--- config.mk ---
export PLATFORM = sky130hd
export DESIGN_NAME = extpin_irq_ctrl
export DESIGN_NICKNAME = d
export VERILOG_FILES = /design/src/rtl/extpin_pkg.sv /design/src/rtl/extpin_sync.sv /design/src/rtl/extpin_detect.sv /design/src/rtl/extpin_regs.sv /design/src/rtl/extpin_irq_ctrl.sv
export SDC_FILE = /design/constraint.sdc
export NUM_CORES = 1
export LEC_CHECK = 0
export ABC_CLOCK_PERIOD_IN_PS = 4400
export BUFFER_PORTS_ARGS = -buffer_cell sky130_fd_sc_hd__buf_2
export CORE_MARGIN = 5
export CORE_UTILIZATION = 45
export CTS_BUF_LIST = sky130_fd_sc_hd__clkbuf_4 sky130_fd_sc_hd__clkbuf_8
export CTS_CLUSTER_DIAMETER = 60
export DETAILED_ROUTE_END_ITERATION = 10
export PLACE_DENSITY = 0.66
export SYNTH_ARGS = -nofsm -noshare
export SYNTH_HDL_FRONTEND = slang
export SYNTH_HIERARCHICAL = 1
export SYNTH_SLANG_ARGS = --single-unit
--- constraint.sdc ---
create_clock -name clk -period 4.4 [get_ports clk]
set_clock_uncertainty 0.15 [all_clocks]
set_input_delay 0.44 -clock clk [delete_from_list [all_inputs] [get_ports clk]]
set_output_delay 0.44 -clock clk [all_outputs]
set_load 0.02 [all_outputs]
--- src/rtl/extpin_pkg.sv ---
`timescale 1ns/1ps
package extpin_pkg;
   localparam int unsigned REG_W  = 32;
   localparam int unsigned ADDR_W = 3;
   localparam int unsigned PRIO_W = 4;

   localparam logic [ADDR_W-1:0] A_SENSE = 3'd0;
   localparam logic [ADDR_W-1:0] A_PRIO  = 3'd1;
   localparam logic [ADDR_W-1:0] A_PEND  = 3'd2;
   localparam logic [ADDR_W-1:0] A_MSET  = 3'd3;
   localparam logic [ADDR_W-1:0] A_MCLR  = 3'd4;
   localparam logic [ADDR_W-1:0] A_MODE  = 3'd5;

   localparam logic [3:0] SNS_FALL = 4'd0;
   localparam logic [3:0] SNS_RISE = 4'd1;
   localparam logic [3:0] SNS_LOW  = 4'd2;
   localparam logic [3:0] SNS_HIGH = 4'd3;
   localparam logic [3:0] SNS_BOTH = 4'd4;

   function automatic int unsigned flag_pos(input int unsigned n);
      return REG_W - 1 - n;
   endfunction

   function automatic int unsigned field_lsb(input int unsigned n, input int unsigned w);
      return REG_W - (n + 1) * w;
   endfunction
endpackage

--- src/rtl/extpin_sync.sv ---
`timescale 1ns/1ps
module extpin_sync #(
   parameter int unsigned WIDTH  = 8,
   parameter int unsigned STAGES = 2
) (
   input  logic             clk,
   input  logic             rst_n,
   input  logic [WIDTH-1:0] d_i,
   output logic [WIDTH-1:0] q_o
);
   logic [STAGES-1:0][WIDTH-1:0] chain_q;

   always_ff @(posedge clk or negedge rst_n) begin
      if (!rst_n) chain_q <= '0;
      else        chain_q <= {chain_q[STAGES-2:0], d_i};
   end

   assign q_o = chain_q[STAGES-1];
endmodule

--- src/rtl/extpin_detect.sv ---
`timescale 1ns/1ps
module extpin_detect
   import extpin_pkg::*;
#(
   parameter int unsigned NUM_PINS = 8,
   parameter int unsigned SENSE_W  = 4
) (
   input  logic                              clk,
   input  logic                              rst_n,
   input  logic [NUM_PINS-1:0]               cur_i,
   input  logic [NUM_PINS-1:0][SENSE_W-1:0]  sense_i,
   output logic [NUM_PINS-1:0]               hit_o
);
   logic [NUM_PINS-1:0] prev_q;

   always_ff @(posedge clk or negedge rst_n) begin
      if (!rst_n) prev_q <= '0;
      else        prev_q <= cur_i;
   end

   for (genvar n = 0; n < NUM_PINS; n++) begin : g_pin
      logic [3:0] mode;
      assign mode = 4'(sense_i[n]);
      always_comb begin
         case (mode)
            SNS_FALL: hit_o[n] =  prev_q[n] & ~cur_i[n];
            SNS_RISE: hit_o[n] = ~prev_q[n] &  cur_i[n];
            SNS_LOW:  hit_o[n] = ~cur_i[n];
            SNS_HIGH: hit_o[n] =  cur_i[n];
            SNS_BOTH: hit_o[n] =  prev_q[n] ^ cur_i[n];
            default:  hit_o[n] = 1'b0;
         endcase
      end
   end
endmodule

--- src/rtl/extpin_regs.sv ---
`timescale 1ns/1ps
module extpin_regs
   import extpin_pkg::*;
#(
   parameter int unsigned NUM_PINS = 8,
   parameter int unsigned SENSE_W  = 4,
   parameter bit          HAS_MODE = 1'b1,
   parameter int unsigned MODE_BIT = 23
) (
   input  logic                             clk,
   input  logic                             rst_n,
   input  logic [ADDR_W-1:0]                addr_i,
   input  logic                             we_i,
   input  logic [REG_W-1:0]                 wdata_i,
   input  logic [NUM_PINS-1:0]              hit_i,
   output logic [REG_W-1:0]                 rdata_o,
   output logic [NUM_PINS-1:0][SENSE_W-1:0] sense_o,
   output logic [NUM_PINS-1:0][PRIO_W-1:0]  prio_o,
   output logic [NUM_PINS-1:0]              mask_o,
   output logic [NUM_PINS-1:0]              pend_o,
   output logic                             indiv_o
);
   logic [NUM_PINS-1:0][SENSE_W-1:0] sense_q;
   logic [NUM_PINS-1:0][PRIO_W-1:0]  prio_q;
   logic [NUM_PINS-1:0]              mask_q, pend_q;
   logic wr_sense, wr_prio, wr_pend, wr_mset, wr_mclr, wr_mode;

   assign wr_sense = we_i && (addr_i == A_SENSE);
   assign wr_prio  = we_i && (addr_i == A_PRIO);
   assign wr_pend  = we_i && (addr_i == A_PEND);
   assign wr_mset  = we_i && (addr_i == A_MSET);
   assign wr_mclr  = we_i && (addr_i == A_MCLR);
   assign wr_mode  = we_i && (addr_i == A_MODE);

   always_ff @(posedge clk or negedge rst_n) begin
      if (!rst_n) begin
         sense_q <= '0;
         prio_q  <= '0;
         mask_q  <= '1;
         pend_q  <= '0;
      end else begin
         for (int n = 0; n < NUM_PINS; n++) begin
            if (wr_sense) sense_q[n] <= wdata_i[field_lsb(n, SENSE_W) +: SENSE_W];
            if (wr_prio)  prio_q[n]  <= wdata_i[field_lsb(n, PRIO_W) +: PRIO_W];
            if (wr_mset && wdata_i[flag_pos(n)])      mask_q[n] <= 1'b1;
            else if (wr_mclr && wdata_i[flag_pos(n)]) mask_q[n] <= 1'b0;
            pend_q[n] <= hit_i[n] | (pend_q[n] & ~(wr_pend & ~wdata_i[flag_pos(n)]));
         end
      end
   end

   if (HAS_MODE) begin : g_mode
      logic mode_q;
      always_ff @(posedge clk or negedge rst_n) begin
         if (!rst_n)       mode_q <= 1'b0;
         else if (wr_mode) mode_q <= wdata_i[MODE_BIT];
      end
      assign indiv_o = mode_q;
   end else begin : g_no_mode
      assign indiv_o = 1'b1;
   end

   always_comb begin
      rdata_o = '0;
      case (addr_i)
         A_SENSE: for (int n = 0; n < NUM_PINS; n++)
                     rdata_o[field_lsb(n, SENSE_W) +: SENSE_W] = sense_q[n];
         A_PRIO:  for (int n = 0; n < NUM_PINS; n++)
                     rdata_o[field_lsb(n, PRIO_W) +: PRIO_W] = prio_q[n];
         A_PEND:  for (int n = 0; n < NUM_PINS; n++)
                     rdata_o[flag_pos(n)] = pend_q[n];
         A_MODE:  rdata_o[MODE_BIT] = HAS_MODE & indiv_o;
         default: rdata_o = '0;
      endcase
   end

   assign sense_o = sense_q;
   assign prio_o  = prio_q;
   assign mask_o  = mask_q;
   assign pend_o  = pend_q;
endmodule

--- src/rtl/extpin_irq_ctrl.sv ---
`timescale 1ns/1ps
module extpin_irq_ctrl
   import extpin_pkg::*;
#(
   parameter int unsigned NUM_PINS    = 8,
   parameter int unsigned SENSE_W     = 4,
   parameter int unsigned SYNC_STAGES = 2,
   parameter bit          HAS_MODE    = 1'b1,
   parameter int unsigned MODE_BIT    = 23
) (
   input  logic                clk,
   input  logic                rst_n,
   input  logic [NUM_PINS-1:0] pin_i,
   input  logic [ADDR_W-1:0]   reg_addr,
   input  logic                reg_we,
   input  logic [REG_W-1:0]    reg_wdata,
   output logic [REG_W-1:0]    reg_rdata,
   output logic [NUM_PINS-1:0] irq_o,
   output logic                irq_any_o
);
   if (NUM_PINS < 1 || NUM_PINS > 8) begin : g_bad_pins
      $error("NUM_PINS must lie in 1..8");
   end
   if (SENSE_W != 2 && SENSE_W != 4) begin : g_bad_sense
      $error("SENSE_W must be 2 or 4");
   end
   if (SYNC_STAGES < 2) begin : g_bad_sync
      $error("SYNC_STAGES must be at least 2");
   end
   if (MODE_BIT >= REG_W) begin : g_bad_mode
      $error("MODE_BIT outside register");
   end

   logic [NUM_PINS-1:0]              pin_s, hit, mask_q, pend_q;
   logic [NUM_PINS-1:0][SENSE_W-1:0] sense;
   logic [NUM_PINS-1:0][PRIO_W-1:0]  prio;
   logic                             indiv;

   extpin_sync #(.WIDTH(NUM_PINS), .STAGES(SYNC_STAGES)) u_sync (
      .clk(clk), .rst_n(rst_n), .d_i(pin_i), .q_o(pin_s));

   extpin_detect #(.NUM_PINS(NUM_PINS), .SENSE_W(SENSE_W)) u_detect (
      .clk(clk), .rst_n(rst_n), .cur_i(pin_s), .sense_i(sense), .hit_o(hit));

   extpin_regs #(.NUM_PINS(NUM_PINS), .SENSE_W(SENSE_W),
                 .HAS_MODE(HAS_MODE), .MODE_BIT(MODE_BIT)) u_regs (
      .clk(clk), .rst_n(rst_n), .addr_i(reg_addr), .we_i(reg_we),
      .wdata_i(reg_wdata), .hit_i(hit), .rdata_o(reg_rdata),
      .sense_o(sense), .prio_o(prio), .mask_o(mask_q), .pend_o(pend_q),
      .indiv_o(indiv));

   for (genvar n = 0; n < NUM_PINS; n++) begin : g_out
      assign irq_o[n] = pend_q[n] & ~mask_q[n] & (|prio[n]) & indiv;
   end
   assign irq_any_o = |irq_o;
endmodule

# After elaboration in Yosys (flattened, before gate mapping)
# Index checks and enable logic that the tools add are counted.
[totals] ff_bits=105 ram_bits=0 inputBits=46 n_memories=0 latch_bits=0 romBits=0
[classes] n_shift=0 eq_ne=37 n_div=0 n_mux=27 multipliers=0 bitwise_logic=112 magnitude_cmp=0 add_sub_neg=0 reduce_logical=48
[ops] operator="$eq 4x2->1 const B" n=16
[ops] operator="$and 1x1->1" n=56
[ops] operator="$pmux 23 s2" n=1
[ops] operator="$not 1->1" n=40
[ops] operator="$pmux 1 s5" n=8
[ops] operator="$eq 4x1->1 const B" n=8
[ops] operator="$eq 4x3->1 const B" n=8
[ops] operator="$logic_not 4->1" n=8
[ops] operator="$reduce_or 4->1" n=8
[ops] operator="$pmux 8 s3" n=1
[ops] operator="$logic_and 1x1->1" n=22
[ops] operator="$mux 1" n=16
[ops] operator="$reduce_bool 2->1" n=8
[ops] operator="$or 1x1->1" n=8
[ops] operator="$reduce_or 8->1" n=1
[ops] operator="$xor 1x1->1" n=8
[ops] operator="$eq 3x2->1 const B" n=2
[ops] operator="$eq 3x3->1 const B" n=2
[ops] operator="$eq 3x1->1 const B" n=1
[ops] operator="$logic_not 3->1" n=1
[ops] operator="$pmux 1 s3" n=1

# Logic depth before layout (Yosys ltp)
[logic_depth] word_depth=6 depth_mapped=7

# By module
# Netlist, hierarchy kept.
[modules_own_cells] mod="extpin_regs" area_each_um2=3653.5 instances=1 cells_per_inst=275 seq_area_each_um2=2037.0
[modules_own_cells] mod="extpin_detect" area_each_um2=905.9 instances=1 cells_per_inst=106 seq_area_each_um2=200.2
[modules_own_cells] mod="extpin_sync" area_each_um2=460.4 instances=1 cells_per_inst=24 seq_area_each_um2=400.4
[modules_own_cells] mod="extpin_irq_ctrl" area_each_um2=225.2 instances=1 cells_per_inst=30 seq_area_each_um2=0.0

# Worst setup path before layout
# No wires, ideal clock.
[synth_path] path_type="flip-flop to output port" from="register u_regs.prio_q, in the netlist u_regs/prio_o[5]" to="output port irq_any_o" stages_incl_launch_ff=4 n_path_buf=0 slack_ns=2.395 arrival_ns=1.415 path_cell_list="dfrtp_1 -> nor4_4 -> o32ai_1 -> or4_1"
[synth_between] elab_chain_len=4
[synth_rtl] item="start, declared" line="extpin_regs.sv:24" rtl="logic [NUM_PINS-1:0][PRIO_W-1:0] prio_q;"
[synth_rtl] item="start signal, assigned by index" line="extpin_regs.sv:44" rtl="if (wr_prio) prio_q[n] <= wdata_i[field_lsb(n, PRIO_W) +: PRIO_W];"
[synth_rtl] item="$reduce_or 4->1" line="extpin_irq_ctrl.sv:53" rtl="assign irq_o[n] = pend_q[n] & ~mask_q[n] & (|prio[n]) & indiv;"
[synth_rtl] item="$and 1x1->1 (2 in series)" line="extpin_irq_ctrl.sv:53"
[synth_rtl] item="$reduce_or 8->1" line="extpin_irq_ctrl.sv:55" rtl="assign irq_any_o = |irq_o;"
[synth_rtl] item="end, declared" line="extpin_irq_ctrl.sv:19" rtl="output logic irq_any_o"
# No other way between the ends.

# Worst setup path in the final report
[layout_path] from="register u_regs.prio_q, in the netlist u_regs/prio_o[17]" to="output port irq_any_o"
# The elaborated chain is that of the path after synthesis.

==> results.env <==
RUN_STATUS='finished, final reports clean'
CP_DATA_REQUIRED_TIME_NS=3.81
WORST_PATH_LARGEST_CELL_DELAY_NS=0.61
H-TREE-DEPTH=3
POSTLAYOUTCELLAREA_UM2=5942
NUM_ANTENNA_CELLS=0
DIE-HEIGHT_UM=118.0
YS.FLOP_TYPE='sky130_fd_sc_hd__dfrtp_1'
DETAILEDROUTE.FIRSTITERATIONVIOLATIONS=183
CLKTRANSATPATHREGS_NS=0.10
CRITICAL_PATH_PEAK_FANOUT=3
INITIAL_CORE_UTIL_PCT=45.93
TIMING.FMAX_MHz=351.4
TIMING.CRITICAL_PATH.ARRIVAL_NS=2.26
DIE_X_UM=118.0
POSTLAYOUTCOREUTIL_PCT=52.04
POST_PLACE_CELLS=641
CTS_MADE_BUFFERS=9
WORSTPATHCELLLIST='nor4_1 -> o32ai_1 -> or4_1 -> buf_2'
TOP_LEVEL_PORTS=87
CTS.REPAIR_TIMING.SETUP_BUFFER_COUNT=0
PLACEABLECOREAREA_UM2=11420
SYNTH_SEQ_CELLS=105
SYNTH-ADDER-AREA-SHARE_PCT=3.817
FINAL-MAX-SLEW-VIOLATION-COUNT=0
POST_SYNTH_NUM_CELL_TYPES=38
TRACK_USAGE_PCT=17.37
SYNTH_SIMPLE_GATE_AREA_SHARE_PCT=12.98
HOLD_VIOL_FINAL=0
POST_DP_CELL_AREA_UM2=5692
CLK_ROOT_BUFFER_CELL='sky130_fd_sc_hd__clkbuf_8'
ASYNC_FLOP_SHARE_PCT=100.0
SYNTH-EDFF-COUNT=0
GRT_ANTENNA_BEFORE_REPAIR=0
GRT_SETUP_UNREPAIRED='false'
VIAS=3647
CLOCK_TREE_BUF_DEPTH=2
CRIT_PATH_BUF_INV_COUNT=1
POST_CTS_RESIZE_COUNT=0
DRT.ANTENNA.VIOLATING_NETS=0
FP.DIEAREA_UM2=13910
CRIT_TYPE='flop to output pin'
CRITPATHCAPTURETYPE='output pin'
FAMILY_WITH_THE_MOST_DELAY_ON_THE_WORST_PATH='simple AND/OR/NAND/NOR gates'
DETAILEDROUTE.FIRSTPASSITERATIONCOUNT=5
LEAKAGEPOWER_nW=2.661
SYN_INST=435
AREAGROWTHSYNTHTOFINISH_PCT=13.29
LAYOUT_WORST_PATH_CYCLE_SHARE_PCT=64.67
SYNTH-XOR-AREA-SHARE_PCT=1.336
RELSLEWSLACK_PCT=25.17
TIMING.CRITICAL_PATH.FROM_TYPE='flop'
GRT_PASS1_WL_UM=19750
WORST_IR_DROP_VDD_mV=0.1688
MIN_PERIOD_NS=2.846
WORST_HOLD_PATH_TYPE='input port to flop'
TIMING.SETUP.TNS_NS=0
AVGVIACOUNTPERCELL=5.517
GRT_START_MAX_NET_PINS=84
PROPORTION_OF_LAYOUT_CELLS_WITH_A_DRIVE_SUFFIX_ABOVE_1_PCT=38.22
MAIN_COMBINATIONAL_CELL_FAMILY_BY_AREA_AFTER_SYNTHESIS='multiplexers'
ROUTED_WIRELENGTH_UM=11820
SYNTH_SEQUENTIAL_AREA_RATIO_PCT=50.29
ROUTEDWLPERCELL_UM=17.88
PORTBUFFERS=86
TRITONCTS='yes'
SYNTH.CELL_AREA_UM2=5245
LAYOUT.NETS=575
STDCELL_COUNT=661
GRT_PASS1_VIAS=3820
SYNTH_AREA_PER_CELL_UM2=12.06
CRIT_SLOWEST_CELL='sky130_fd_sc_hd__nor4_1'
DRC=0
MAX_SLEW.WORST_PIN.SLEW_NS=1.121
MAXCAPVIOLATIONS=0
FRACTION_OF_THE_MAPPED_NETLIST_AREA_IN_COMPOUND_GATES_PCT=10.85
DP.FINAL_HPWL_UM=8400
FINALSETUPVIOLATIONS=0
GR-TOTAL-OVERFLOW=0
POWER_DENSITY_nW_PER_UM2=424.1
ROW_COUNT=39
GLOBALPLACE.CONGESTION=0.7988
SYN_NETS=497
MUXSHAREOFSYNTHAREA_PCT=15.89
CLKLATENCYLATEPIN_NS=0.37
COUNT_OF_WARNINGS_EMITTED_BY_YOSYS=6
CLOCK-SINKS=105
==> layer usage <==
metal / GRT usage, % / part of all wire, %
met5: 0 / 0
met4: 4.803 / 1.1
met3: 3.604 / 4.3
met2: 29.07 / 50
met1: 22.88 / 44
==> flip-flops by register name, indices dropped and copies added (netlist names) <==
register,count
u_sync/chain_q,8
u_regs/mask_o,8
u_regs/indiv_o,1
u_sync/q_o,8
u_regs/pend_o,8
u_detect/prev_q,8
u_regs/sense_o,32
u_regs/prio_o,32
==> through the flow <==
stage / worst slack, ns / total power, mW / hold slack [ns]
after floorplan: 2.395 / 1.697 / -0.005591
after global placement: 1.708 / 1.883 / 0.1829
after detailed placement: 1.602 / 1.910 / 0.1847
after CTS: 1.560 / 2.540 / 0.0003489
after global routing: 1.477 / 2.668 / 0.007654
final: 1.554 / 2.520 / 0.02605
==> synthesized netlist by cell type (10+ instances only) <==
master | number | area [um^2]
sky130_fd_sc_hd__dfrtp_1 | 97 | 2427
sky130_fd_sc_hd__mux2_2 | 69 | 777.0
sky130_fd_sc_hd__a22o_1 | 23 | 201.4
sky130_fd_sc_hd__nor2_1 | 23 | 86.33
sky130_fd_sc_hd__nand2_1 | 21 | 78.83
sky130_fd_sc_hd__a21oi_1 | 20 | 100.1
sky130_fd_sc_hd__nor2b_1 | 17 | 106.4
sky130_fd_sc_hd__ha_1 | 16 | 200.2
sky130_fd_sc_hd__inv_1 | 16 | 60.06
sky130_fd_sc_hd__buf_4 | 10 | 75.07
sky130_fd_sc_hd__o21ai_0 | 10 | 50.05
==> power breakdown <==
part,total [mW],leakage [nW],switching (mW),internal (mW)
registers,1.32,1.22,0.190,1.13
clock network,0.632,0.104,0.345,0.287
logic,0.570,1.34,0.282,0.288
total,2.52,2.66,0.817,1.70
==> repair_timing <==
action | CTS | global route
endpoints found under the hold margin | 0 | 4
endpoints found under the setup margin | 0 | 0
hold buffers | 0 | 4
==> path summary, 6_finish.rpt <==
path	startpoint	endpoint	slack, ns	cells past startpoint
hold / removal	pin_i[1]	u_sync/chain_q[1]$_DFF_PN0_	0.03	1
max in group asynchronous	rst_n	u_regs/mask_o[7]$_DFFE_PN1P_	3.06	2
setup / recovery	u_regs/prio_o[17]$_DFFE_PN0P_	irq_any_o	1.55	4
setup reg to reg	u_sync/q_o[3]$_DFF_PN0_	u_regs/pend_o[3]$_DFF_PN0_	2.83	6
min in group asynchronous	rst_n	u_regs/prio_o[24]$_DFFE_PN0P_	0.09	1
hold reg to reg	u_sync/chain_q[5]$_DFF_PN0_	u_sync/q_o[5]$_DFF_PN0_	0.21	0
==> kinds of logic after synthesis <==
group,Yosys count
AO/OA/AOI/OAI,80
XOR/XNOR,8
adder cells (fa/ha/maj),16
buffers and inverters,43
flip-flops,105
multiplexers,74
AND/OR/NAND/NOR,109
==> layout by cell type (no fill, tap or decap), types with 5 or more instances in the layout <==
master                      n
sky130_fd_sc_hd__o21ai_1    6
sky130_fd_sc_hd__ha_1      16
sky130_fd_sc_hd__nand2_1   21
sky130_fd_sc_hd__dfstp_2    8
sky130_fd_sc_hd__mux2_2    69
sky130_fd_sc_hd__nor3_1     8
sky130_fd_sc_hd__and3b_1    5
sky130_fd_sc_hd__nor2_1    22
sky130_fd_sc_hd__dfrtp_1   97
sky130_fd_sc_hd__o21ai_0   10
sky130_fd_sc_hd__nand2b_1   8
sky130_fd_sc_hd__inv_1     16
sky130_fd_sc_hd__a311oi_1   8
sky130_fd_sc_hd__a21oi_1   20
sky130_fd_sc_hd__nor2b_1   17
sky130_fd_sc_hd__a22o_1    23
sky130_fd_sc_hd__clkbuf_8  10
sky130_fd_sc_hd__mux2_1     5
sky130_fd_sc_hd__nand3b_1   8
sky130_fd_sc_hd__xnor2_1    8
sky130_fd_sc_hd__buf_2     85
==> area by class of cell <==
| type | instances | area, um^2 |
|---|---|---|
| clock inverters | 6 | 72.57 |
| well taps | 143 | 178.9 |
| inverters | 17 | 63.81 |
| clock buffers | 10 | 137.6 |
| multi-input cells | 287 | 2356 |
| fillers | 1030 | 5477 |
| repair buffers | 93 | 495.5 |
| flip-flops and latches | 105 | 2638 |
(Power assumes the default switching activity.)
